<file path="src/rtl/fbu_pkg.sv">
package fbu_pkg;
  localparam int unsigned WORD_W = 32;
  localparam int unsigned IDX_W  = $clog2(WORD_W);

  typedef enum logic [2:0] {
    DEPTH_1   = 3'd0,
    DEPTH_2   = 3'd1,
    DEPTH_4   = 3'd2,
    DEPTH_8   = 3'd3,
    DEPTH_16A = 3'd4,
    DEPTH_32  = 3'd5,
    DEPTH_16B = 3'd6,
    DEPTH_12  = 3'd7
  } depth_e;

  typedef struct packed {
    depth_e     depth;
    logic       be_byte;
    logic       be_pix;
    logic       bgr;
    logic [1:0] mux;
  } cfg_t;

  // log2 of the slot width in bits
  function automatic logic [2:0] slot_lg(depth_e d);
    case (d)
      DEPTH_1:   return 3'd0;
      DEPTH_2:   return 3'd1;
      DEPTH_4:   return 3'd2;
      DEPTH_8:   return 3'd3;
      DEPTH_32:  return 3'd5;
      default:   return 3'd4;
    endcase
  endfunction
endpackage

</file>
<file path="src/rtl/fbu_slot_sel.sv">
module fbu_slot_sel
  import fbu_pkg::*;
(
  input  depth_e           depth_i,
  input  logic             be_byte_i,
  input  logic             be_pix_i,
  input  logic [IDX_W-1:0] idx_i,
  output logic             last_o,
  output logic [IDX_W-1:0] bit_off_o
);
  logic [2:0]       lg;
  logic [IDX_W:0]   ppw;
  logic [IDX_W-1:0] ppw_m1;
  logic [IDX_W-1:0] ppb_m1;
  logic [IDX_W-1:0] slot;

  always_comb begin
    lg     = slot_lg(depth_i);
    ppw    = (IDX_W+1)'(WORD_W) >> lg;
    ppw_m1 = IDX_W'(ppw - 1'b1);
    ppb_m1 = (lg < 3'd3) ? IDX_W'((4'd8 >> lg) - 4'd1) : '0;
    if (be_byte_i)     slot = idx_i ^ ppw_m1;
    else if (be_pix_i) slot = idx_i ^ ppb_m1;
    else               slot = idx_i;
    bit_off_o = slot << lg;
    last_o    = (idx_i == ppw_m1);
  end
endmodule

</file>
<file path="src/rtl/fbu_color_fmt.sv">
module fbu_color_fmt
  import fbu_pkg::*;
#(
  parameter bit NATIVE_565 = 1'b0
) (
  input  depth_e      depth_i,
  input  logic        bgr_i,
  input  logic [1:0]  mux_i,
  input  logic [23:0] raw_i,
  output logic        direct_o,
  output logic [7:0]  index_o,
  output logic [23:0] rgb_o
);
  typedef enum logic [2:0] {F_IDX, F_5551, F_565, F_444, F_888} fmt_e;

  fmt_e       fmt;
  logic       swap;
  logic [7:0] c0, c1, c2;
  logic [7:0] idx_mask;

  always_comb begin
    fmt      = F_IDX;
    swap     = bgr_i;
    idx_mask = 8'h00;
    case (depth_i)
      DEPTH_1:   idx_mask = 8'h01;
      DEPTH_2:   idx_mask = 8'h03;
      DEPTH_4:   idx_mask = 8'h0f;
      DEPTH_8:   idx_mask = 8'hff;
      DEPTH_16A: begin
        if (NATIVE_565 || mux_i == 2'd1) fmt = F_5551;
        else begin
          fmt = F_565;
          if (mux_i == 2'd3) swap = 1'b1;
        end
      end
      DEPTH_16B: fmt = F_565;
      DEPTH_12:  fmt = F_444;
      DEPTH_32:  fmt = F_888;
      default:   fmt = F_IDX;
    endcase
  end

  always_comb begin
    c0 = '0; c1 = '0; c2 = '0;
    case (fmt)
      F_5551: begin
        c0 = {raw_i[4:0], 3'b0};
        c1 = {raw_i[9:5], 3'b0};
        c2 = {raw_i[14:10], 3'b0};
      end
      F_565: begin
        c0 = {raw_i[4:0], 3'b0};
        c1 = {raw_i[10:5], 2'b0};
        c2 = {raw_i[15:11], 3'b0};
      end
      F_444: begin
        c0 = {raw_i[3:0], 4'b0};
        c1 = {raw_i[7:4], 4'b0};
        c2 = {raw_i[11:8], 4'b0};
      end
      F_888: begin
        c0 = raw_i[7:0];
        c1 = raw_i[15:8];
        c2 = raw_i[23:16];
      end
      default: ;
    endcase
  end

  always_comb begin
    direct_o = (fmt != F_IDX);
    index_o  = direct_o ? 8'h00 : (raw_i[7:0] & idx_mask);
    if (!direct_o) rgb_o = '0;
    else if (swap) rgb_o = {c2, c1, c0};
    else           rgb_o = {c0, c1, c2};
  end
endmodule

</file>
<file path="src/rtl/fbu_line_bytes.sv">
module fbu_line_bytes
  import fbu_pkg::*;
#(
  parameter int unsigned COL_W = 12
) (
  input  logic [COL_W-1:0] cols_i,
  input  depth_e           depth_i,
  output logic [COL_W+1:0] line_bytes_o
);
  logic [COL_W+1:0] c;

  always_comb begin
    c = {2'b00, cols_i};
    case (depth_i)
      DEPTH_1:  line_bytes_o = c >> 3;
      DEPTH_2:  line_bytes_o = c >> 2;
      DEPTH_4:  line_bytes_o = c >> 1;
      DEPTH_8:  line_bytes_o = c;
      DEPTH_32: line_bytes_o = c << 2;
      default:  line_bytes_o = c << 1;
    endcase
  end
endmodule

</file>
<file path="src/rtl/fb_pixel_unpack.sv">
module fb_pixel_unpack
  import fbu_pkg::*;
#(
  parameter int unsigned COL_W      = 12,
  parameter bit          NATIVE_565 = 1'b0
) (
  input  logic              clk_i,
  input  logic              rst_ni,
  input  logic [COL_W-1:0]  cols_i,
  input  logic [2:0]        depth_i,
  input  logic              be_byte_i,
  input  logic              be_pix_i,
  input  logic              bgr_i,
  input  logic [1:0]        mux_sel_i,
  input  logic              word_valid_i,
  input  logic [WORD_W-1:0] word_data_i,
  output logic              word_ready_o,
  output logic              pix_valid_o,
  input  logic              pix_ready_i,
  output logic              pix_direct_o,
  output logic [7:0]        pix_index_o,
  output logic [23:0]       pix_rgb_o,
  output logic [COL_W+1:0]  line_bytes_o
);
  cfg_t              cfg_q;
  logic [WORD_W-1:0] word_q;
  logic [IDX_W-1:0]  idx_q;
  logic              full_q;
  logic              last;
  logic [IDX_W-1:0]  bit_off;
  logic [23:0]       raw;
  logic              pop;
  logic              accept;

  assign pop          = full_q & pix_ready_i;
  assign word_ready_o = ~full_q | (pop & last);
  assign accept       = word_valid_i & word_ready_o;

  always_ff @(posedge clk_i or negedge rst_ni) begin
    if (!rst_ni) begin
      cfg_q  <= '0;
      word_q <= '0;
      idx_q  <= '0;
      full_q <= 1'b0;
    end else if (accept) begin
      cfg_q  <= '{depth: depth_e'(depth_i), be_byte: be_byte_i, be_pix: be_pix_i,
                  bgr: bgr_i, mux: mux_sel_i};
      word_q <= word_data_i;
      idx_q  <= '0;
      full_q <= 1'b1;
    end else if (pop) begin
      if (last) full_q <= 1'b0;
      else      idx_q  <= idx_q + 1'b1;
    end
  end

  fbu_slot_sel u_slot (
    .depth_i   (cfg_q.depth),
    .be_byte_i (cfg_q.be_byte),
    .be_pix_i  (cfg_q.be_pix),
    .idx_i     (idx_q),
    .last_o    (last),
    .bit_off_o (bit_off)
  );

  assign raw = 24'(word_q >> bit_off);

  fbu_color_fmt #(.NATIVE_565(NATIVE_565)) u_fmt (
    .depth_i  (cfg_q.depth),
    .bgr_i    (cfg_q.bgr),
    .mux_i    (cfg_q.mux),
    .raw_i    (raw),
    .direct_o (pix_direct_o),
    .index_o  (pix_index_o),
    .rgb_o    (pix_rgb_o)
  );

  assign pix_valid_o = full_q;

  fbu_line_bytes #(.COL_W(COL_W)) u_lb (
    .cols_i       (cols_i),
    .depth_i      (depth_e'(depth_i)),
    .line_bytes_o (line_bytes_o)
  );
endmodule

</file>
<file path="config.mk">
export PLATFORM = sky130hd
export DESIGN_NAME = fb_pixel_unpack
export DESIGN_NICKNAME = d
export VERILOG_FILES = /design/src/rtl/fbu_pkg.sv /design/src/rtl/fbu_slot_sel.sv /design/src/rtl/fbu_color_fmt.sv /design/src/rtl/fbu_line_bytes.sv /design/src/rtl/fb_pixel_unpack.sv
export SDC_FILE = /design/constraint.sdc
export NUM_CORES = 1
export LEC_CHECK = 0
export BUFFER_PORTS_ARGS = -buffer_cell sky130_fd_sc_hd__buf_2
export CORE_MARGIN = 1
export CORE_UTILIZATION = 40
export CTS_CLUSTER_DIAMETER = 150
export CTS_CLUSTER_SIZE = 25
export DETAILED_ROUTE_END_ITERATION = 12
export PLACE_DENSITY = 0.63
export SYNTH_ARGS = -nofsm -noshare
export SYNTH_HDL_FRONTEND = slang
export SYNTH_SLANG_ARGS = --single-unit
</file>
<file path="constraint.sdc">
create_clock -name clk_i -period 5.2 [get_ports clk_i]
set_clock_uncertainty 0.1 [all_clocks]
set_input_delay 0.52 -clock clk_i [delete_from_list [all_inputs] [get_ports clk_i]]
set_output_delay 0.52 -clock clk_i [all_outputs]
set_load 0.1 [all_outputs]
</file>
---- Word-level counts from Yosys, hierarchy flattened ----
Cells that the tools add are included.
cells by class
  $add $sub $neg .......................... 3
  equality and inequality tests ........... 19
  bitwise operators ....................... 8
  shift-type cells ........................ 4
  reductions and logical operators ........ 8
  mux-type cells .......................... 23
  order comparisons ....................... 1
operator list
  cell                 number
  $pmux 8 s4           3
  $pmux 14 s5          1
  $mux 24              2
  $shr 32x5->24        1
  $mux 5               6
  $pmux 8 s3           1
  $eq 3x2->1 const B   6
  $eq 3x3->1 const B   6
  $pmux 3 s5           1
  $pmux 3 s4           1
  $sub 5x1->5 const B  2
  $xor 5x5->5          2
  $eq 3x1->1 const B   3
  $and 8x8->8          1
  $mux 8               1
  $logic_not 3->1      2
  $mux 1               6
  $shr 6x3->5 const A  1
  $add 5x1->5 const B  1
  $eq 5x5->1           1
  $shl 5x3->5          1
  $shr 4x3->5 const A  1
  $reduce_and 2->1     2
  $reduce_bool 2->1    2
  10 further kinds     12
word-level totals
  flip-flop bits (word level) ............. 46
  bits of input ports ..................... 56
  word-level logic and storage cells ...... 74

---- Logic depth before layout (Yosys ltp) ----
  depth after elaboration ................. 13
  mapped depth ............................ 17
  depth with buffers taken out ............ 14

---- Cells and area by module ----
From an unflattened synthesis, not the netlist that was laid out.
unflattened totals
  cell total of the unflattened synthesis .. 571
  area total of the unflattened synthesis .. 5425.2 um^2
by module, submodules not included
  module           cells each  instances  area each (um^2)  seq. area each (um^2)
  fb_pixel_unpack  303         1          3603.5            1151.1
  fbu_color_fmt    112         1          703.2             0.0
  fbu_line_bytes   94          1          683.2             0.0
  fbu_slot_sel     62          1          435.4             0.0

---- Worst setup path after synthesis ----
OpenSTA, ideal clock, no wires.
  path type ............................... register to output
  start ................................... reg cfg_q[7] (netlist bit)
  end ..................................... out pix_rgb_o[23]
  required time ........................... 4580 ps
  slack ................................... -1183 ps
  cell stages (with the launch flop) ...... 17
  buffers on the path ..................... 4
  arrival ................................. 5763 ps
  cell sequence ........................... dfrtp_1 -> clkbuf_1 -> inv_1 -> clkbuf_1 -> ha_1 -> or4b_1 -> nand4_1 -> o31ai_1 -> o31a_1 -> o21ai_1 -> buf_2 -> buf_4 -> mux2i_1 -> o32ai_1 -> a21oi_1 -> o32ai_1 -> a211oi_1
between the ends
  cells in the longest elaborated chain, start to end .. 13
  elaborated cells on any way between the ends .. 33
RTL lines
  element                                          line                                text
  start: declaration                               fb_pixel_unpack.sv:25               cfg_t cfg_q;
  start signal: assignment                         fb_pixel_unpack.sv:46               cfg_q <= '{depth: depth_e'(depth_i), be_byte: be_byte_i, be_pix: be_pix_i,
  $eq 3x3->1 (tied with other cells)               fbu_pkg.sv:26, fbu_color_fmt.sv:25
  $pmux 3 s5                                       fbu_pkg.sv:26                       case (d)
  $shr 4x3->5                                      fbu_slot_sel.sv:21                  ppb_m1 = (lg < 3'd3) ? IDX_W'((4'd8 >> lg) - 4'd1) : '0;
  $sub 5x1->5                                      fbu_slot_sel.sv:21
  $mux 5                                           fbu_slot_sel.sv:21
  $xor 5x5->5                                      fbu_slot_sel.sv:23                  else if (be_pix_i) slot = idx_i ^ ppb_m1;
  $mux 5                                           fbu_slot_sel.sv:23
  $mux 5                                           fbu_slot_sel.sv:22                  if (be_byte_i) slot = idx_i ^ ppw_m1;
  $shl 5x3->5                                      fbu_slot_sel.sv:25                  bit_off_o = slot << lg;
  $shr 32x5->24                                    fb_pixel_unpack.sv:66               assign raw = 24'(word_q >> bit_off);
  $pmux 8 s4 / $pmux 8 s3 (equally long branches)  fbu_color_fmt.sv:46                 case (fmt)
  $mux 24                                          fbu_color_fmt.sv:75                 else if (swap) rgb_o = {c2, c1, c0};
  $mux 24 *                                        fbu_color_fmt.sv:74                 if (!direct_o) rgb_o = '0;
  end: declaration                                 fb_pixel_unpack.sv:22               output logic [23:0] pix_rgb_o,
Every way passes the cells marked *; elsewhere a longest branch is shown, timed or not.

---- Final worst setup path ----
  start ................................... reg cfg_q[5] (netlist bit)
  end ..................................... out pix_rgb_o[22]
The elaborated chain is that of the path after synthesis.

==> flow_summary_export.csv <==
group,metric,value,unit
run_status,status,"finished, final reports clean",
global_routing,grt_usage,26.6,%
global_routing,antenna_found_initial,0,
place,place_area,6510,um2
floorplan,ios,105,
logic_synthesis,synth_top_family_by_area,"simple AND/OR/NAND/NOR gates",
critical_path,crit_path_start,"cfg_q[5]$_DFFE_PN0P_",
sta,slew_headroom,19.8,%
clock_tree,cts-buffers-inserted,5,
cells_and_area,area_growth,27.8,%
global_routing,grt_pass1_wl,28.3,mm
logic_synthesis,synth-xor-area-share,2.17,%
clock_tree,cts_tree,"built",
cells_and_area,num_antenna_cells,0,
logic_synthesis,ys_warn_count,0,
logic_synthesis,avgSynthCellArea,7.20,um2
cells_and_area,multi_input_area,3990,um2
critical_path,r2r-start,"cfg_q[5]$_DFFE_PN0P_",
cells_and_area,fillerInstances,1287,
cells_and_area,drive_gt1_share,25.1,%
clock_tree,cts_setup_buffers,0,
job,cap_violations,0,
detailed_routing,via_per_inst,5.86,
logic_synthesis,synth_cells,730,
logic_synthesis,synth_top_area_share,21.9,%
logic_synthesis,synth_most_common_cell,"nand2_1",
detailed_routing,drtIter0Drc,490,
logic_synthesis,synthesis.nets,791,
clock_tree,cts.clk_slew.worst_paths,70,ps
critical_path,cp.required,4580,ps
cells_and_area,layout.nets,860,
global_routing,grt_max_degree,47,
clock_tree,h-tree-depth,2,
global_routing,grt_pass1_vias,5196,
min_path,min_path_type,"in -> async",
floorplan,die_w,117,um
logic_synthesis,synth_common_cells,"nand2_1, nor2_1, mux2i_1",
logic_synthesis,yosys.area_share.simple,28.8,%
critical_path,path_class,"reg -> out",
logic_synthesis,synth_edf_count,0,
place,gp_congestion,1.00,
sta,hold_viol,0,
logic_synthesis,synth_async_sr_flop_share,100,%
sta,tns,0,ps
place,post-dp-hpwl,13.9,mm
cells_and_area,regArea,1150,um2
sta,finalMaxSlewViolations,0,
sta,period_minus_slack,5090,ps
sta,fin_crit_sh,97.9,%
cells_and_area,fin_area,6720,um2
floorplan,fp.dieH,117,um
logic_synthesis,yosys.cell_types.count,66,
detailed_routing,wl_per_cell,18.4,um
floorplan,fp-row-count,41,
detailed_routing,drtPass1Iterations,6,
logic_synthesis,ys_seq_area_share,21.9,%
sta,fmax,0.196,GHz
logic_synthesis,syn-cell-area,5260,um2
logic_synthesis,synth-seq-cells,46,
detailed_routing,wirelength,17.9,mm
logic_synthesis,synth-compound-area-share,22.7,%
clock_tree,clockBufferDepth,2,
detailed_routing,vias,5693,
sta,tightest_slew,1200,ps
clock_tree,clock_sinks,46,
global_routing,grt-ovfl-total,0,
critical_path,startpoint_type,"register",
sta,rsz0062_at_grt,"false",
critical_path,cp_max_fo,24,
detailed_routing,ant_nets,0,
clock_tree,clock_latency,290,ps
floorplan,start_util,41.3,%
logic_synthesis,yosys.area.top_type,"dfrtp_1",
floorplan,die-area,13600,um2
critical_path,cp.arrival,4470,ps
logic_synthesis,synth-adder-area-share,1.19,%
critical_path,endpoint_kind,"primary output",
clock_tree,cts_root_buf,"clkbuf_16",
sta,setup_viol,0,
logic_synthesis,yosys-mux-area-fraction,17.2,%
logic_synthesis,synth_area_leaders,"dfrtp_1, nand2_1, mux2i_1, mux2_2, o21ai_0",
floorplan,core_area,12700,um2
logic_synthesis,synth_ff_type,"dfrtp_1",
place,io_buffers,104,
detailed_routing,post-route-drc-count,0,
cell families (layout without fill, tap and decap cells):
| group | Yosys count | in the layout |
|---|---|---|
| flip-flops | 46 | 46 |
| adder cells (fa/ha/maj) | 5 | 5 |
| XOR/XNOR | 13 | 13 |
| AO/OA/AOI/OAI | 169 | 169 |
| AND/OR/NAND/NOR | 344 | 344 |
| buffers and inverters | 71 | 141 |
| multiplexers | 82 | 82 |
state kept, by name, summed over array words and instances (netlist names):
| register | count |
|---|---|
| cfg_q | 8 |
| idx_q | 5 |
| pix_valid_o | 1 |
| word_q | 32 |
cell usage in the layout (no fill, tap or decap), drive strengths merged, types with 8 or more instances in the layout:
cell    count
nand2     193
buf       125
nor2       55
mux2i      54
dfrtp      46
o21ai      44
nor3       27
mux2       24
a21oi      22
nand3      16
a22oi      14
a211oi     14
nor2b      13
o22ai      13
o32ai      12
inv        11
and2        8
o221ai      8
per-stage QoR:
step	util, %	setup slack, ps	hold WS (ps)	cells
finish	52.8	108	279	972
global route	52.8	13.3	313	972
CTS	52.3	-13.4	305	972
detailed placement	51.2	311	381	964
global placement	51.2	315	364	964
floorplan	-	-724	124	730
worst max-delay path, stage by stage, from the launching register on:
cell and delay [ps]:
dfrtp_1 670, buf_4 340, or4_1 720, buf_12 250, mux2i_1 250, mux2i_1 170
mux2_2 290, o22ai_1 300, o32ai_1 170, o32ai_1 590, o22ai_2 210, buf_12 210
cell type report:
type                       instances  share of cell area [%]
clock buffer                       5                    1.86
clock inverter                     3                   0.391
inverter                           8                   0.447
multi-input combinational        613                    59.3
sequential                        46                    17.1
tap                              172                    3.20
timing repair buffer             125                    17.6
routing by layer:
layer | up-vias | track usage, % | routed length, um
met5 | - | 0 | 0
met4 | 0 | 9.11 | 514
met3 | 34 | 2.49 | 1130
met2 | 266 | 42.0 | 7960
met1 | 2649 | 37.9 | 8290
li1 | 2744 | - | -
final timing paths:
kind / end / slack [ps] / cells after the start
setup / recovery: pix_rgb_o[22] / 110 / 11
hold / removal: word_q[6]$_DFFE_PN0P_ / 280 / 1
setup reg to reg: cfg_q[5]$_DFFE_PN0P_ / 1610 / 8
hold reg to reg: word_q[0]$_DFFE_PN0P_ / 390 / 2
max in group asynchronous: idx_q[2]$_DFFE_PN0P_ / 4070 / 1
min in group clk_i: word_q[9]$_DFFE_PN0P_ / 310 / 3
timing repair:
action                                  4_1_cts  5_1_grt
endpoints found under the hold margin         0        0
pin swaps                                     0        2
resized for setup                             0       15
endpoints found under the setup margin        1       22
hold buffers                                  0        0
Power is left out: the tool's default activity adds up to more than one toggle a clock period on the data nets, which glitch-free logic cannot reach.
